### src/rtl/i2s_clk_pkg.sv
package i2s_clk_pkg;
  localparam int SDIV_BASE      = 2;
  localparam int N_SDIV         = 2;
  localparam int LRDIV_BASE     = 32;
  localparam int N_LRDIV        = 3;
  localparam int SLOT_BITS      = 32;
  localparam int WIDE_MIN_LRDIV = 2 * SLOT_BITS;
  localparam int SDIV_MAX       = SDIV_BASE << (N_SDIV - 1);
  localparam int LRDIV_MAX      = LRDIV_BASE << (N_LRDIV - 1);
  localparam int PCNT_W         = $clog2(SDIV_MAX);
  localparam int BCNT_W         = $clog2(LRDIV_MAX);
  localparam int SSEL_W         = (N_SDIV > 1) ? $clog2(N_SDIV) : 1;
  localparam int LSEL_W         = (N_LRDIV > 1) ? $clog2(N_LRDIV) : 1;

  typedef struct packed {
    logic              found;
    logic [SSEL_W-1:0] s_sel;
    logic [LSEL_W-1:0] l_sel;
  } ratio_pick_t;

  function automatic int sdiv_of(int sel);
    return SDIV_BASE << sel;
  endfunction

  function automatic int lrdiv_of(int sel);
    return LRDIV_BASE << sel;
  endfunction

  // bit/frame code exists and respects the two-full-slot floor
  function automatic logic lr_legal(logic [LSEL_W-1:0] code, logic wide);
    if (int'(code) >= N_LRDIV) return 1'b0;
    if (wide && lrdiv_of(int'(code)) < WIDE_MIN_LRDIV) return 1'b0;
    return 1'b1;
  endfunction

  // first pair in search order whose product equals the request
  function automatic ratio_pick_t pick_ratio(int req, logic wide);
    ratio_pick_t r;
    r = '0;
    for (int s = 0; s < N_SDIV; s++) begin
      for (int l = 0; l < N_LRDIV; l++) begin
        if (!r.found && lr_legal(LSEL_W'(l), wide) &&
            sdiv_of(s) * lrdiv_of(l) == req) begin
          r.found = 1'b1;
          r.s_sel = SSEL_W'(s);
          r.l_sel = LSEL_W'(l);
        end
      end
    end
    return r;
  endfunction
endpackage

### src/rtl/i2s_ratio_sel.sv
module i2s_ratio_sel
  import i2s_clk_pkg::*;
#(
  parameter int REQ_W = 16
) (
  input  logic [REQ_W-1:0] req_div,
  input  logic             wide_mode,
  output ratio_pick_t      pick
);
  assign pick = pick_ratio(int'(req_div), wide_mode);
endmodule

### src/rtl/i2s_ratio_regs.sv
module i2s_ratio_regs
  import i2s_clk_pkg::*;
(
  input  logic              clk,
  input  logic              rst_n,
  input  logic              busy,
  input  logic              wide_mode,
  input  logic              cfg_we,
  input  logic [SSEL_W-1:0] cfg_s_sel,
  input  logic [LSEL_W-1:0] cfg_l_sel,
  input  logic              req_valid,
  input  ratio_pick_t       pick,
  output logic [SSEL_W-1:0] s_sel,
  output logic [LSEL_W-1:0] l_sel,
  output logic              req_ok,
  output logic              req_fail
);
  localparam logic [SSEL_W-1:0] S_RST = '0;
  localparam logic [LSEL_W-1:0] L_RST = LSEL_W'(1);

  logic req_take, wr_take;
  assign req_take = req_valid && !busy && pick.found;
  assign wr_take  = cfg_we && !req_valid && !busy && lr_legal(cfg_l_sel, wide_mode);

  always_ff @(posedge clk or negedge rst_n) begin
    if (!rst_n) begin
      s_sel    <= S_RST;
      l_sel    <= L_RST;
      req_ok   <= 1'b0;
      req_fail <= 1'b0;
    end else begin
      req_ok   <= req_take;
      req_fail <= req_valid && !req_take;
      if (req_take) begin
        s_sel <= pick.s_sel;
        l_sel <= pick.l_sel;
      end else if (wr_take) begin
        s_sel <= cfg_s_sel;
        l_sel <= cfg_l_sel;
      end
    end
  end

  AST_HELD_WHILE_BUSY: assert property (@(posedge clk) disable iff (!rst_n)
    busy |=> ($stable(s_sel) && $stable(l_sel)));
  AST_OK_AFTER_REQ: assert property (@(posedge clk) disable iff (!rst_n)
    req_ok |-> $past(req_valid));
  AST_FAIL_KEEPS: assert property (@(posedge clk) disable iff (!rst_n)
    req_fail |-> (s_sel == $past(s_sel) && l_sel == $past(l_sel)));
  AST_WIDE_FLOOR: assert property (@(posedge clk) disable iff (!rst_n)
    (req_ok && $past(wide_mode)) |-> (lrdiv_of(int'(l_sel)) >= WIDE_MIN_LRDIV));
  AST_CODE_IN_RANGE: assert property (@(posedge clk) disable iff (!rst_n)
    int'(l_sel) < N_LRDIV);
endmodule

### src/rtl/i2s_divider.sv
module i2s_divider
  import i2s_clk_pkg::*;
(
  input  logic              clk,
  input  logic              rst_n,
  input  logic              enable,
  input  logic [SSEL_W-1:0] s_sel,
  input  logic [LSEL_W-1:0] l_sel,
  output logic              sclk,
  output logic              lrclk,
  output logic              frame_start,
  output logic              tx_bit_en,
  output logic              rx_bit_en,
  output logic              busy
);
  logic [PCNT_W-1:0] pcnt, p_next, p_last_val, p_half;
  logic [BCNT_W-1:0] bcnt, b_next, b_last_val, b_half;
  logic              p_last, b_last, frame_wrap;

  assign p_last_val = PCNT_W'(sdiv_of(int'(s_sel)) - 1);
  assign p_half     = PCNT_W'(sdiv_of(int'(s_sel)) / 2);
  assign b_last_val = BCNT_W'(lrdiv_of(int'(l_sel)) - 1);
  assign b_half     = BCNT_W'(lrdiv_of(int'(l_sel)) / 2);

  assign p_last     = (pcnt == p_last_val);
  assign b_last     = (bcnt == b_last_val);
  assign frame_wrap = p_last && b_last;
  assign p_next     = p_last ? '0 : pcnt + 1'b1;
  assign b_next     = p_last ? (b_last ? '0 : bcnt + 1'b1) : bcnt;

  always_ff @(posedge clk or negedge rst_n) begin
    if (!rst_n) begin
      busy <= 1'b0; pcnt <= '0; bcnt <= '0;
      sclk <= 1'b0; lrclk <= 1'b0; frame_start <= 1'b0;
      tx_bit_en <= 1'b0; rx_bit_en <= 1'b0;
    end else if (!busy) begin
      pcnt <= '0; bcnt <= '0;
      sclk <= 1'b0; lrclk <= 1'b0; rx_bit_en <= 1'b0;
      busy        <= enable;
      frame_start <= enable;
      tx_bit_en   <= enable;
    end else if (frame_wrap && !enable) begin
      busy <= 1'b0; pcnt <= '0; bcnt <= '0;
      sclk <= 1'b0; lrclk <= 1'b0; frame_start <= 1'b0;
      tx_bit_en <= 1'b0; rx_bit_en <= 1'b0;
    end else begin
      pcnt        <= p_next;
      bcnt        <= b_next;
      sclk        <= (p_next >= p_half);
      lrclk       <= (b_next >= b_half);
      frame_start <= frame_wrap;
      tx_bit_en   <= p_last;
      rx_bit_en   <= (p_next == p_half);
    end
  end

  AST_FS_IN_LEFT: assert property (@(posedge clk) disable iff (!rst_n)
    frame_start |-> (tx_bit_en && !lrclk && !sclk));
  AST_LR_ON_FALL: assert property (@(posedge clk) disable iff (!rst_n)
    (busy && $past(busy) && (lrclk != $past(lrclk))) |-> tx_bit_en);
  AST_SCLK_FALL_TX: assert property (@(posedge clk) disable iff (!rst_n)
    (busy && $past(busy) && $fell(sclk)) |-> tx_bit_en);
  AST_SCLK_RISE_RX: assert property (@(posedge clk) disable iff (!rst_n)
    $rose(sclk) |-> rx_bit_en);
  AST_STOP_QUIET: assert property (@(posedge clk) disable iff (!rst_n)
    $fell(busy) |-> (!sclk && !lrclk && !$past(enable)));
endmodule

### src/rtl/i2s_clkgen.sv
module i2s_clkgen
  import i2s_clk_pkg::*;
#(
  parameter int REQ_W = 16
) (
  input  logic             mclk,
  input  logic             rst_n,
  input  logic             enable,
  input  logic             wide_mode,
  input  logic             cfg_we,
  input  logic [SSEL_W-1:0] cfg_sdiv_sel,
  input  logic [LSEL_W-1:0] cfg_lrdiv_sel,
  input  logic             req_valid,
  input  logic [REQ_W-1:0] req_div,
  output logic             req_ok,
  output logic             req_fail,
  output logic             sclk,
  output logic             lrclk,
  output logic             frame_start,
  output logic             tx_bit_en,
  output logic             rx_bit_en,
  output logic             busy
);
  ratio_pick_t       pick;
  logic [SSEL_W-1:0] s_sel;
  logic [LSEL_W-1:0] l_sel;

  i2s_ratio_sel #(.REQ_W(REQ_W)) u_sel (
    .req_div   (req_div),
    .wide_mode (wide_mode),
    .pick      (pick)
  );

  i2s_ratio_regs u_regs (
    .clk       (mclk),
    .rst_n     (rst_n),
    .busy      (busy),
    .wide_mode (wide_mode),
    .cfg_we    (cfg_we),
    .cfg_s_sel (cfg_sdiv_sel),
    .cfg_l_sel (cfg_lrdiv_sel),
    .req_valid (req_valid),
    .pick      (pick),
    .s_sel     (s_sel),
    .l_sel     (l_sel),
    .req_ok    (req_ok),
    .req_fail  (req_fail)
  );

  i2s_divider u_div (
    .clk         (mclk),
    .rst_n       (rst_n),
    .enable      (enable),
    .s_sel       (s_sel),
    .l_sel       (l_sel),
    .sclk        (sclk),
    .lrclk       (lrclk),
    .frame_start (frame_start),
    .tx_bit_en   (tx_bit_en),
    .rx_bit_en   (rx_bit_en),
    .busy        (busy)
  );
endmodule

### config.mk
export PLATFORM = sky130hd
export DESIGN_NAME = i2s_clkgen
export DESIGN_NICKNAME = d
export VERILOG_FILES = /design/src/rtl/i2s_clk_pkg.sv /design/src/rtl/i2s_ratio_sel.sv /design/src/rtl/i2s_ratio_regs.sv /design/src/rtl/i2s_divider.sv /design/src/rtl/i2s_clkgen.sv
export SDC_FILE = /design/constraint.sdc
export NUM_CORES = 1
export LEC_CHECK = 0
export ABC_AREA = 1
export BUFFER_PORTS_ARGS = -buffer_cell sky130_fd_sc_hd__clkbuf_2
export CORE_MARGIN = 2
export CORE_UTILIZATION = 56
export DETAILED_ROUTE_END_ITERATION = 6
export PLACE_DENSITY = 0.88
export SLEW_MARGIN = 5
export SYNTH_ARGS = -nofsm -noshare
export SYNTH_HDL_FRONTEND = slang
export SYNTH_SLANG_ARGS = --single-unit
### constraint.sdc
create_clock -name mclk -period 4.85 [get_ports mclk]
set_input_delay 0.2425 -clock mclk [delete_from_list [all_inputs] [get_ports mclk]]
set_output_delay 0.2425 -clock mclk [all_outputs]
set_load 0.01 [all_outputs]
### After elaboration in Yosys (flattened, before gate mapping)

Index checks and enable logic that the tools add are counted.

| cells by class | value |
|---|---|
| eq/ne operators | 7 |
| reduce and logical (&&, ||, !) cells | 26 |
| order comparisons | 4 |
| shift-type cells | 3 |
| add/sub/neg operators | 6 |
| mux-type cells | 39 |
| bitwise operators | 2 |

Operators with widths:

| cell | number |
|---|---|
| 6-bit by 2-bit << shifter with 32-bit output (first input constant) | 2 |
| 32-bit by 8-bit < comparator with 1-bit output (second input constant) | 1 |
| 2-bit by 1-bit << shifter with 32-bit output (first input constant) | 1 |
| 7-bit 2-to-1 mux | 4 |
| 1-bit 2-to-1 mux | 24 |
| 4-bit 2-to-1 mux | 6 |
| 10-bit by 16-bit == test with 1-bit output (first input constant) | 1 |
| 11-bit by 16-bit == test with 1-bit output (first input constant) | 1 |
| 8-bit by 16-bit == test with 1-bit output (first input constant) | 1 |
| 9-bit by 16-bit == test with 1-bit output (first input constant) | 1 |
| 1-bit logical AND | 16 |
| 2-bit 2-to-1 mux | 5 |
| 1-bit zero test | 9 |
| 7-bit by 1-bit adder with 7-bit output | 1 |
| 7-bit by 1-bit adder with 7-bit output (second input constant) | 1 |
| 7-bit == test | 1 |
| 7-bit >= comparator | 1 |
| 7-bit by 2-bit subtractor with 7-bit output (second input constant) | 1 |
| 2-bit == test | 2 |
| 2-bit by 1-bit adder with 2-bit output | 1 |
| 2-bit by 1-bit adder with 2-bit output (second input constant) | 1 |
| 1-bit bitwise AND | 2 |
| 2-bit >= comparator | 1 |
| 2-bit >= comparator (second input constant) | 1 |
| 2 further kinds | 2 |

| storage, ports and cells | value |
|---|---|
| bits in registers | 20 |
| bits of input ports | 25 |

### Logic depth before layout (Yosys ltp)

| depth | value |
|---|---|
| word-level depth | 23 |
| mapped depth | 13 |
| gate-level depth less buffers | 13 |

### Cells and area by module

From an unflattened synthesis, not the netlist that was laid out.

| unflattened totals | value |
|---|---|
| cells, all modules | 174 |
| area, all modules | 1261.2 sq um |

By module, submodules not included:

| module | area each (sq um) | cells an instance | times used |
|---|---|---|---|
| i2s_divider | 852.1 | 108 | 1 |
| i2s_ratio_regs | 264.0 | 34 | 1 |
| i2s_ratio_sel | 145.1 | 32 | 1 |

### Least setup slack after synthesis

Ideal clock, no wire load.

| timing path | value |
|---|---|
| path kind | register to register |
| from | register u_div.bcnt[0] |
| to | register u_div.lrclk |
| buffers on the path | 0 |
| stages on the path, launching flop included | 12 |
| setup time | 122 ps |
| path slack | 3081 ps |
| arrival | 1648 ps |
| data required time | 4728 ps |
| path through | dfrtp_1 -> ha_1 -> a31o_2 -> nand2_1 -> nand2_1 -> o21ai_0 -> inv_1 -> ha_1 -> o21ai_0 -> nand2_1 -> a21oi_1 -> nor2_1 |

| between the ends | value |
|---|---|
| cells in the longest elaborated chain, start to end | 6 |

RTL lines:

| what | RTL line | RTL |
|---|---|---|
| start, declared | i2s_divider.sv:17 | `logic [BCNT_W-1:0] bcnt, b_next, b_last_val, b_half;` |
| start signal, assigned | i2s_divider.sv:48 | `bcnt <= b_next;` |
| 7-bit by 1-bit adder with 7-bit output / 7-bit == test (equally long branches) | i2s_divider.sv:29, i2s_divider.sv:26 |  |
| 7-bit 2-to-1 mux (2 in series) | i2s_divider.sv:29 | `assign b_next = p_last ? (b_last ? '0 : bcnt + 1'b1) : bcnt;` |
| 7-bit >= comparator | i2s_divider.sv:50 | `lrclk <= (b_next >= b_half);` |
| 1-bit 2-to-1 mux * | i2s_divider.sv:42 | `end else if (frame_wrap && !enable) begin` |
| 1-bit 2-to-1 mux * | i2s_divider.sv:36 | `end else if (!busy) begin` |
| end signal, assigned | i2s_divider.sv:50 |  |
| end, declared | i2s_divider.sv:10 | `output logic lrclk,` |

Every way passes the cells marked *; elsewhere a longest branch is shown, timed or not.
A chain may end at the register's enable or synchronous reset.

### Worst setup path after layout

| timing path | value |
|---|---|
| from | register u_div.pcnt[1] |
| to | register u_div.lrclk |

| between the ends | value |
|---|---|
| cells in the longest elaborated chain, start to end | 5 |

RTL lines:

| what | RTL line | RTL |
|---|---|---|
| start, declared | i2s_divider.sv:16 | `logic [PCNT_W-1:0] pcnt, p_next, p_last_val, p_half;` |
| start signal, assigned | i2s_divider.sv:47 | `pcnt <= p_next;` |
| 2-bit == test * | i2s_divider.sv:25 | `assign p_last = (pcnt == p_last_val);` |
| 7-bit 2-to-1 mux / 1-bit logical AND (equally long branches) | i2s_divider.sv:29, i2s_divider.sv:27 |  |
| 7-bit >= comparator / 1-bit logical AND (equally long branches) | i2s_divider.sv:50, i2s_divider.sv:42 |  |
| 1-bit 2-to-1 mux * | i2s_divider.sv:42 |  |
| 1-bit 2-to-1 mux * | i2s_divider.sv:36 |  |

Marks and branches as above.

==> impl_metrics.ini <==
[clock_network]
insertion_delay_ps = 300
cts_htree_levels = 1
clkTransAtPathRegs_ps = 110
cts_tree = done
clockRootBuffer = clkbuf_4
cts_resized = 0
cts_buffer_depth = 2
clock-sinks = 20
numCtsBuffers = 3

[logic_synthesis]
syn_nets = 195
synthMuxAreaShare_pct = 0
ys_warn_count = 0
synth_top_area_share_pct = 37.9
yosysTopAreaCell = dfrtp_1
ys_ff_latch = 20
synthTopCellsByArea = dfrtp_1 38%, nand2_1 9.9%, nor2_1 9.3%, ha_1 6.0%, inv_1 5.7%
synth_ff_type = dfrtp_1
syn_area_sq_um = 1250
synthAdderAreaFrac_pct = 5.99
async_flop_share_pct = 100
synth_top_family_by_area = simple AND/OR/NAND/NOR gates
synth_compound_area_share_pct = 7.88
syn_inst = 164
synth-seq-area-share_pct = 40.0
yosys.area_share.simple_pct = 36.1
ys_types = 28
synthXorXnorAreaFrac_pct = 2.79
syn_avg_cell_area_sq_um = 7.64
synth_edf_count = 0

[grt]
antenna_found_initial = 0
grt_max_degree = 21
gr-total-overflow = 0
grt_pass1_wl_microns = 4460
grt_pass1_vias = 1111
track_usage_pct = 22.6

[min_path]
min_from = enable
hold_class = in -> reg

[setup_path]
cp-start-kind = flip-flop
crit_fanout = 6
cp_data_arrival_time_ps = 2230
crit_chain = o21ai_1, inv_2, nand2_2, inv_2, o21ai_0, inv_1, ha_1, o21ai_0, nand2_1, a21oi_1, nor2_1
crit-reg2reg-launch = u_div.pcnt[1]
critical_path_class = reg -> reg
cpLargestDelayFamily = compound AO/OA/AOI/OAI gates
crit_path_max_incr_delay_ps = 420
endpoint_kind = flip-flop
timing.critical_path.buf_inv = 3
crit_required_ps = 5050
crit_path_top_delay_cell = dfrtp_1
crit_start = u_div.pcnt[1]

[routing]
vias = 1197
wl_microns = 2590
drt_iter0_drc = 21
drc = 0
drt_pass1_iterations = 4
wl_per_cell_microns = 11.3
ant_nets = 0
avgViaCountPerCell = 5.23

[timing]
maxSlewViolCount = 0
rsz0062_at_grt = false
finalSetupTns_ps = 0
setup_violations = 0
fin_ws_ps = 2820
post-route-min-period_ps = 2030
slew-limit-headroom_pct = 68.4
skew_ps = 2.19
tightest_slew_ps = 474
min_period_over_period_pct = 41.8
fmax_mhz = 494
hold_viol = 0

[final_layout]
final_cell_mix = 33 x nand2_1, 32 x clkbuf_2, 31 x nor2_1, 19 x inv_1, 19 x dfrtp_1
layout_commonest_cell = nand2_1
final_nets = 233
area_growth_pct = 20.6
n_antenna_cell = 0
drive_above_1_share_pct = 28.9

[floorplan]
std_cell_rows = 17
fp.dieArea_sq_um = 2630
start_util_pct = 57.8
core-area_sq_um = 2170
die_w_microns = 51.3
die_h_microns = 51.3
io_pins = 33

[power]
comb_power_share_pct = 40.9
internal_power_w = 0.000417
pwr-share-seq_pct = 38.9
power.density_nw_per_um2 = 444
finalPower_w = 0.000670
vdd_ir_drop_max_v = 0.000244
switching_share_pct = 37.8
p_switching_w = 0.000254
pwr-share-clk_pct = 20.2
p_leak_nw = 0.794

[place]
place_ws_ps = 2860
post-dp-hpwl_microns = 2100
port_buffers = 32
place_congestion = 0.862

[job]
maxCapViolCount = 0

[outcome]
status = completed
## logic make-up (layout without fill, tap and decap cells)
kind of cell             Yosys count  in the layout
XOR/XNOR                           4              4
flip-flops                        20             20
AO/OA/AOI/OAI                     15             15
buffers and inverters             24             61
AND/OR/NAND/NOR                   95             95
adder cells (fa/ha/maj)            6              6
## path summary, 6_finish.rpt
kind / end / slack, ps / depth (start not counted)
max: u_div.lrclk / 2820 / 11
min: u_div.busy / 200 / 3
max reg2reg: u_div.lrclk / 2820 / 11
min reg2reg: u_div.pcnt[0] / 500 / 1
max in group asynchronous: u_regs.l_sel[0] / 4100 / 2
min in group asynchronous: u_div.sclk / 410 / 2
## power by group through the flow
stage / clock network (W) / registers [W] / logic (W)
6_report: 0.000135 / 0.000261 / 0.000274
2_1_floorplan: 0 / 0.000264 / 0.000192
3_5_place_dp: 0 / 0.000264 / 0.000272
4_1_cts: 0.000139 / 0.000260 / 0.000275
3_3_place_gp: 0 / 0.000261 / 0.000251
5_1_grt: 0.000144 / 0.000267 / 0.000318
## worst register-to-register path, stage by stage (launching register included)
cell and delay (ps):
dfrtp_1 420, o21ai_1 170, inv_2 70, nand2_2 130, inv_2 100, o21ai_0 250
inv_1 80, ha_1 280, o21ai_0 160, nand2_1 70, a21oi_1 130, nor2_1 70
## flip-flops by register name, indices dropped and copies added, names as in the netlist
signal	count
u_div.bcnt	7
u_div.pcnt	2
u_regs.l_sel	2
u_div.busy	1
u_div.frame_start	1
u_div.lrclk	1
u_div.rx_bit_en	1
u_div.sclk	1
u_div.tx_bit_en	1
u_regs.req_fail	1
u_regs.req_ok	1
u_regs.s_sel	1
## per-layer routing
layer | wire [microns] | up-vias | global-route usage (%)
li1 | - | 606 | -
met4 | 68 | 0 | 13.6
met5 | 0 | - | 0
met1 | 1040 | 538 | 24.6
met3 | 129 | 7 | 2.63
met2 | 1350 | 46 | 41.6
## layout make-up
| type | count | area (sq um) |
|---|---|---|
| Multi-Input combinational cell | 120 | 662 |
| Fill cell | 184 | 658 |
| Sequential cell | 20 | 502 |
| Timing Repair Buffer | 33 | 170 |
| Inverter | 24 | 90.1 |
| Tap cell | 28 | 35.0 |
| Clock inverter | 1 | 30.0 |
| Clock buffer | 3 | 22.5 |
## Yosys cell counts (all sizes together) (3+ instances only)
cell   count
nand2     35
nor2      36
inv       24
nand3     10
ha         6
o21ai      6
nor3       3
xor2       3
a21oi      6
or2        3
nand4      8
dfrtp     19
## stage by stage
step                      instance area (sq um)  hold WS, ps  instances  utilization (%)
after floorplan                            1250        -53.1        164                -
after global placement                     1450          215        224             66.8
after detailed placement                   1450          222        224             66.8
after CTS                                  1510          179        229             69.7
after global routing                       1510          210        229             69.7
final                                      1510          198        229             69.7
## timing repair
action                                 4_1_cts  5_1_grt
endpoints found under the hold margin       19        0
buffers inserted                             0        0
hold buffers                                 1        0
Note: power is estimated with default switching activity, not from simulation.
